### config.mk
export PLATFORM = sky130hd
export DESIGN_NAME = booth_csa_mac
export DESIGN_NICKNAME = d
export VERILOG_FILES = /design/src/rtl/booth_mac_pkg.sv /design/src/rtl/booth_row_gen.sv /design/src/rtl/csa_reduce.sv /design/src/rtl/booth_csa_mac.sv
export SDC_FILE = /design/constraint.sdc
export NUM_CORES = 1
export LEC_CHECK = 0
export BUFFER_PORTS_ARGS = -buffer_cell sky130_fd_sc_hd__buf_2
export CORE_ASPECT_RATIO = 0.9
export CORE_MARGIN = 1.5
export CORE_UTILIZATION = 35
export DETAILED_ROUTE_END_ITERATION = 8
export GPL_TIMING_DRIVEN = 0
export MAX_ROUTING_LAYER = met4
export SYNTH_ARGS = -nofsm -noshare
export SYNTH_HDL_FRONTEND = slang
export SYNTH_SLANG_ARGS = --single-unit
### constraint.sdc
create_clock -name clk -period 8.58 [get_ports clk]
set_clock_uncertainty 0.1 [all_clocks]
set_input_delay 0.858 -clock clk [delete_from_list [all_inputs] [get_ports clk]]
set_output_delay 0.858 -clock clk [all_outputs]
set_load 0.02 [all_outputs]
### src/rtl/booth_mac_pkg.sv
// Package: shared Booth digit selection type and its decoder.
// Assumes radix-4 recoding on overlapping bit triplets of the multiplier.
package booth_mac_pkg;

    typedef struct packed {
        logic neg;  // digit is negative: invert multiplicand, add correction bit
        logic one;  // magnitude one
        logic two;  // magnitude two
    } booth_sel_t;

    // Decode one multiplier triplet {upper, middle, lower} into a digit selection.
    function automatic booth_sel_t booth_decode(input logic [2:0] trip);
        booth_sel_t d;
        d.one = trip[1] ^ trip[0];
        d.two = (trip == 3'b011) || (trip == 3'b100);
        d.neg = trip[2] && !(trip[1] && trip[0]);
        return d;
    endfunction

endpackage

### src/rtl/booth_row_gen.sv
// Booth row generator: produces one partial-product row per radix-4 digit of
// op_b. Negative digits use the one's complement of the multiplicand, and the
// +1 correction bits are gathered in a separate vector. The top bit of each
// row is inverted so that no sign extension is needed. The matching constant
// row is added by the parent.
// Assumes OP_W is even and ACC_W >= 2*OP_W.
module booth_row_gen #(
    parameter int OP_W  = 16,
    parameter int ACC_W = 40,
    localparam int NROWS = OP_W / 2
) (
    input  logic [OP_W-1:0]  op_a,
    input  logic [OP_W-1:0]  op_b,
    output logic [ACC_W-1:0] rows [NROWS],
    output logic [ACC_W-1:0] corr
);
    import booth_mac_pkg::*;

    localparam int PP_W = OP_W + 1;

    logic [OP_W:0] b_ext;
    assign b_ext = {op_b, 1'b0};

    logic [NROWS-1:0] neg_bits;

    for (genvar i = 0; i < NROWS; i++) begin : g_row
        booth_sel_t      sel;
        logic [PP_W-1:0] mag;
        logic [PP_W-1:0] pat;

        // Select the digit magnitude, invert it for a negative digit, flip its sign bit.
        always_comb begin
            sel = booth_decode(b_ext[2*i+2 -: 3]);
            if (sel.two)
                mag = {op_a, 1'b0};
            else if (sel.one)
                mag = {op_a[OP_W-1], op_a};
            else
                mag = '0;
            pat = sel.neg ? ~mag : mag;
            pat[PP_W-1] = ~pat[PP_W-1];
            rows[i] = {{(ACC_W-PP_W){1'b0}}, pat} << (2*i);
            neg_bits[i] = sel.neg;
        end
    end

    // Place each correction bit at the weight of its row.
    always_comb begin
        corr = '0;
        for (int i = 0; i < NROWS; i++)
            corr[2*i] = neg_bits[i];
    end

endmodule

### src/rtl/csa_reduce.sv
// Carry-save reducer: folds NIN vectors into one sum and one carry vector
// through a chain of 3:2 compressor stages. There is no carry propagation.
// Carries out of the top bit are dropped, which gives wrap-around modulo 2^W.
// Assumes NIN >= 2.
module csa_reduce #(
    parameter int W   = 40,
    parameter int NIN = 13
) (
    input  logic [W-1:0] vin [NIN],
    output logic [W-1:0] sum_o,
    output logic [W-1:0] cry_o
);
    logic [W-1:0] s_st [NIN];
    logic [W-1:0] c_st [NIN];

    assign s_st[1] = vin[0];
    assign c_st[1] = vin[1];

    for (genvar k = 2; k < NIN; k++) begin : g_stage
        // One 3:2 compressor layer: add vector k into the running sum/carry pair.
        always_comb begin
            s_st[k] = s_st[k-1] ^ c_st[k-1] ^ vin[k];
            c_st[k] = ((s_st[k-1] & c_st[k-1]) | (s_st[k-1] & vin[k])
                      | (c_st[k-1] & vin[k])) << 1;
        end
    end

    assign s_st[0] = '0;
    assign c_st[0] = '0;
    assign sum_o = s_st[NIN-1];
    assign cry_o = c_st[NIN-1];

endmodule

### src/rtl/booth_csa_mac.sv
// Booth multiply-accumulate unit with the accumulator merged into the
// carry-save reducer. The state is an upper sum vector, an upper carry vector,
// LOW_W resolved low bits and the carry out of the narrow low adder. A full
// total is produced only on request, one cycle after rd_req.
// Assumes ACC_W >= 2*OP_W and 0 < LOW_W < ACC_W.
module booth_csa_mac #(
    parameter int OP_W  = 16,
    parameter int ACC_W = 40,
    parameter int LOW_W = 8
) (
    input  logic             clk,
    input  logic             rst_n,
    input  logic             acc_en,
    input  logic             clr,
    input  logic [OP_W-1:0]  op_a,
    input  logic [OP_W-1:0]  op_b,
    input  logic             rd_req,
    output logic             res_valid,
    output logic [ACC_W-1:0] res
);
    localparam int NROWS = OP_W / 2;
    localparam int UP_W  = ACC_W - LOW_W;
    localparam int NIN   = NROWS + 5;

    // Constant that cancels the inverted row sign bits: minus the sum of 2^(OP_W+2i).
    function automatic logic [ACC_W-1:0] sign_const();
        logic [ACC_W-1:0] k;
        logic [ACC_W-1:0] one;
        k   = '0;
        one = 1;
        for (int i = 0; i < NROWS; i++)
            k = k - (one << (OP_W + 2*i));
        return k;
    endfunction
    localparam logic [ACC_W-1:0] SIGN_K = sign_const();

    logic [UP_W-1:0]  s_up, c_up;
    logic [LOW_W-1:0] lo_bits;
    logic             lo_cy;

    logic [ACC_W-1:0] pp_rows [NROWS];
    logic [ACC_W-1:0] pp_corr;
    logic [ACC_W-1:0] tree_in [NIN];
    logic [ACC_W-1:0] tree_s, tree_c;
    logic [LOW_W:0]   lo_add;
    logic [UP_W-1:0]  final_up;

    booth_row_gen #(.OP_W(OP_W), .ACC_W(ACC_W)) u_rows (
        .op_a (op_a),
        .op_b (op_b),
        .rows (pp_rows),
        .corr (pp_corr)
    );

    // Assemble reducer inputs: Booth rows, corrections, sign constant, fed-back state (dropped on clear).
    always_comb begin
        for (int i = 0; i < NROWS; i++)
            tree_in[i] = pp_rows[i];
        tree_in[NROWS]   = pp_corr;
        tree_in[NROWS+1] = SIGN_K;
        tree_in[NROWS+2] = clr ? '0 : {s_up, {LOW_W{1'b0}}};
        tree_in[NROWS+3] = clr ? '0 : {c_up, {LOW_W{1'b0}}};
        tree_in[NROWS+4] = clr ? '0 : {{(UP_W-1){1'b0}}, lo_cy, lo_bits};
    end

    csa_reduce #(.W(ACC_W), .NIN(NIN)) u_tree (
        .vin   (tree_in),
        .sum_o (tree_s),
        .cry_o (tree_c)
    );

    // Narrow low-order adder resolves the bottom LOW_W bits every accumulation.
    assign lo_add = {1'b0, tree_s[LOW_W-1:0]} + {1'b0, tree_c[LOW_W-1:0]};

    // Upper carry-propagate adder, used only to form a requested total.
    assign final_up = s_up + c_up + {{(UP_W-1){1'b0}}, lo_cy};

    // Accumulator state update: new product, clear, or hold.
    always_ff @(posedge clk) begin
        if (!rst_n || (clr && !acc_en)) begin
            s_up    <= '0;
            c_up    <= '0;
            lo_bits <= '0;
            lo_cy   <= 1'b0;
        end else if (acc_en) begin
            s_up    <= tree_s[ACC_W-1:LOW_W];
            c_up    <= tree_c[ACC_W-1:LOW_W];
            lo_bits <= lo_add[LOW_W-1:0];
            lo_cy   <= lo_add[LOW_W];
        end
    end

    // Result register: capture the pre-update total on a request.
    always_ff @(posedge clk) begin
        if (!rst_n) begin
            res_valid <= 1'b0;
            res       <= '0;
        end else begin
            res_valid <= rd_req;
            if (rd_req)
                res <= {final_up, lo_bits};
        end
    end

    p_valid_after_req_r2: assert property (@(posedge clk) disable iff (!rst_n)
        rd_req |=> res_valid);
    p_valid_only_after_req_r2: assert property (@(posedge clk) disable iff (!rst_n)
        !rd_req |=> !res_valid);
    p_res_holds_r9: assert property (@(posedge clk) disable iff (!rst_n)
        !rd_req |=> $stable(res));
    p_clear_empties_r4: assert property (@(posedge clk) disable iff (!rst_n)
        (clr && !acc_en) |=> (s_up == '0 && c_up == '0 && lo_bits == '0 && !lo_cy));
    p_idle_holds_r5: assert property (@(posedge clk) disable iff (!rst_n)
        (!clr && !acc_en) |=> ($stable(s_up) && $stable(c_up) && $stable(lo_bits) && $stable(lo_cy)));

endmodule

==> impl_metrics.json <==
{
  "cp.required_ps": 8760,
  "routed_wl_um": 41300,
  "synth_top_area_cell": "fa_1",
  "area.growth.synth_to_final_pct": 10.5,
  "fin_nets": 2206,
  "ys_seq_area_frac": 0.153,
  "dp.cells": 2376,
  "coreArea_mm2": 0.0418,
  "slowest_delay_ps": 930,
  "gp_congestion": 0.966,
  "worst_setup_path_start_kind": "input port",
  "insertion_delay_ps": 420,
  "path_clk_slew_ps": 50,
  "final_antenna_net_count": 0,
  "start_util": 0.356,
  "crit_type": "input port to register",
  "period_needed_ps": 8020,
  "tightest_slew_ps": 1230,
  "netlist_area_mm2": 0.0149,
  "clockBufferDepth": 2,
  "place_ws_ps": -666,
  "drv_slew": 0,
  "grt_remaining_overflow": 0,
  "ys.flop_type": "dfxtp_1",
  "dr.pass1.iters": 5,
  "tritoncts.num_buffers": 17,
  "ys_top_cells_by_area": "fa_1 19%, dfxtp_1 15%, ha_1 15%",
  "syn_nets": 2123,
  "crit_path_cell_trace": "buf_2, ha_1, nor2_1, buf_2, xnor2_1, fa_1, inv_1, fa_1, fa_1, fa_1, inv_1, fa_1, inv_1, fa_1, inv_1, fa_1, ha_1, fa_1, inv_1, fa_1, inv_1, ha_1, mux2i_1, nor2_1",
  "portBuffers": 65,
  "fmax_mhz": 125,
  "drive_gt1_frac": 0.0699,
  "viasPerCell": 5.18,
  "synthCells": 1764,
  "status": "complete, no violations",
  "yosysMostFrequentCell": "inv_1",
  "ys_seq_elements": 114,
  "final_cell_area_mm2": 0.0164,
  "maxSlewHeadroom": 0.176,
  "grt_pass1_vias": 12000,
  "grt_usage": 0.198,
  "post_drt_wl_per_cell_um": 17.2,
  "rows": 71,
  "drc": 0,
  "final.period_utilization": 0.935,
  "die_w_um": 220,
  "crit_family": "adder cells",
  "maxCapViolCount": 0,
  "cts_root_buf": "clkbuf_16",
  "post-route-util": 0.393,
  "cts_setup_buffers": 0,
  "postSynthAreaPerCell_um2": 8.44,
  "hold_viol": 0,
  "grt_max_degree": 17,
  "placed_cell_area_mm2": 0.0159,
  "io_pins": 78,
  "cp_common_cell": "fa_1",
  "fill_cells": 4300,
  "die_h_um": 199,
  "cts_tree": "yes",
  "critPathSlowestCell": "nor2_1",
  "synth_top_area_share": 0.195,
  "grt_pass1_wl_um": 65400,
  "synth-async-reset-ratio": 0,
  "cp_max_fo": 10,
  "drt_iter0_drc": 910,
  "dp_hpwl_um": 34300,
  "ys_types": 61,
  "end_kind": "register",
  "hold_buffers": 0,
  "yosys_warnings": 0,
  "cp.buffers_inverters": 8,
  "num_vias": 12500,
  "grt_antenna_before_repair": 1,
  "rsz0062_at_grt": "no",
  "cp.arrival_ps": 8210,
  "hold_path_class": "register to register",
  "h-tree-depth": 4,
  "synth_edf_count": 0,
  "dieArea_mm2": 0.0438,
  "synth_commonest_cells": "273 x inv_1, 177 x ha_1, 162 x nor2_1",
  "finalSetupViolCount": 0,
  "timing.final.ws_setup_ps": 557,
  "clock-sinks": 114,
  "final_cells": 2407
}
worst reg2reg max path: stages (launching register included):
cell      delay [ps]
dfxtp_1          310
inv_1             90
fa_1             190
inv_1             50
fa_1             390
a21oi_1          250
o211ai_1         190
a211oi_1         500
nor2_1           260
a21boi_0         260
xor2_1           230
o21ai_0          100
area by class of cell:
| type | count | area [µm²] | share of cell area |
|---|---|---|---|
| Timing Repair Buffer | 65 | 325 | 0.0198 |
| Clock buffer | 25 | 485 | 0.0295 |
| Clock inverter | 6 | 55.1 | 0.00335 |
| Buffer | 97 | 385 | 0.0234 |
| Inverter | 274 | 1030 | 0.0626 |
| Sequential cell | 114 | 2280 | 0.139 |
| Antenna cell | 1 | 2.50 | 0.000152 |
| Multi-Input combinational cell | 1278 | 11200 | 0.681 |
| Tap cell | 547 | 684 | 0.0416 |
state kept, by name, summed over array words and instances, names as in the netlist:
| signal | flops |
|---|---|
| res | 40 |
| c_up | 32 |
| lo_cy | 1 |
| res_valid | 1 |
| s_up | 32 |
| lo_bits | 8 |
cell usage in the layout, fill, tap and decap left out, types with 10 or more instances in the layout:
cell	count
buf_1	13
nor2_1	162
clkbuf_1	72
xor2_1	57
inv_1	273
nand2_1	95
nand3_1	14
buf_2	78
a31oi_1	69
o21ai_0	45
ha_1	177
a21oi_1	109
nor3_1	10
nor2b_1	54
and3_1	45
fa_1	145
xnor2_1	109
mux2i_1	90
dfxtp_1	114
clkbuf_16	17
worst paths after layout:
check	endpoint	start	slack (ps)	cells after the start
max	s_up[7]$_SDFFE_PP0P_	op_b[3]	560	24
min	res[38]$_SDFFE_PN0P_	res[38]$_SDFFE_PN0P_	350	2
max reg2reg	res[30]$_SDFFE_PN0P_	c_up[0]$_SDFFE_PP0P_	5520	11
min reg2reg	res[38]$_SDFFE_PN0P_	res[38]$_SDFFE_PN0P_	350	2
metrics by stage:
| stage | hold slack, ps | TNS (ps) |
|---|---|---|
| after floorplan | 360 | 0 |
| after global placement | 335 | -6960 |
| after detailed placement | 343 | -7500 |
| after CTS | 354 | 0 |
| after global routing | 378 | 0 |
| final | 347 | 0 |
cell families after synthesis:
| kind of cell | Yosys count | synth area share |
|---|---|---|
| AO/OA/AOI/OAI | 282 | 0.115 |
| buffers and inverters | 372 | 0.0949 |
| adder cells (fa/ha/maj) | 322 | 0.344 |
| AND/OR/NAND/NOR | 410 | 0.129 |
| XOR/XNOR | 166 | 0.0976 |
| flip-flops | 114 | 0.153 |
| multiplexers | 98 | 0.0665 |
metal layers:
metal | GRT usage | routed length [µm]
met5 | - | 0
met4 | 0.0443 | 692
met3 | 0.0307 | 2310
met2 | 0.300 | 18900
met1 | 0.275 | 19400
what timing repair did:
| item | in CTS | in global routing |
|---|---|---|
| resized for setup | 3 | 3 |
| setup endpoints to repair | 6 | 5 |
| pin swaps | 0 | 0 |
Power is left out: the tool's default activity adds up to more than one toggle a clock period on the data nets, which glitch-free logic cannot reach.
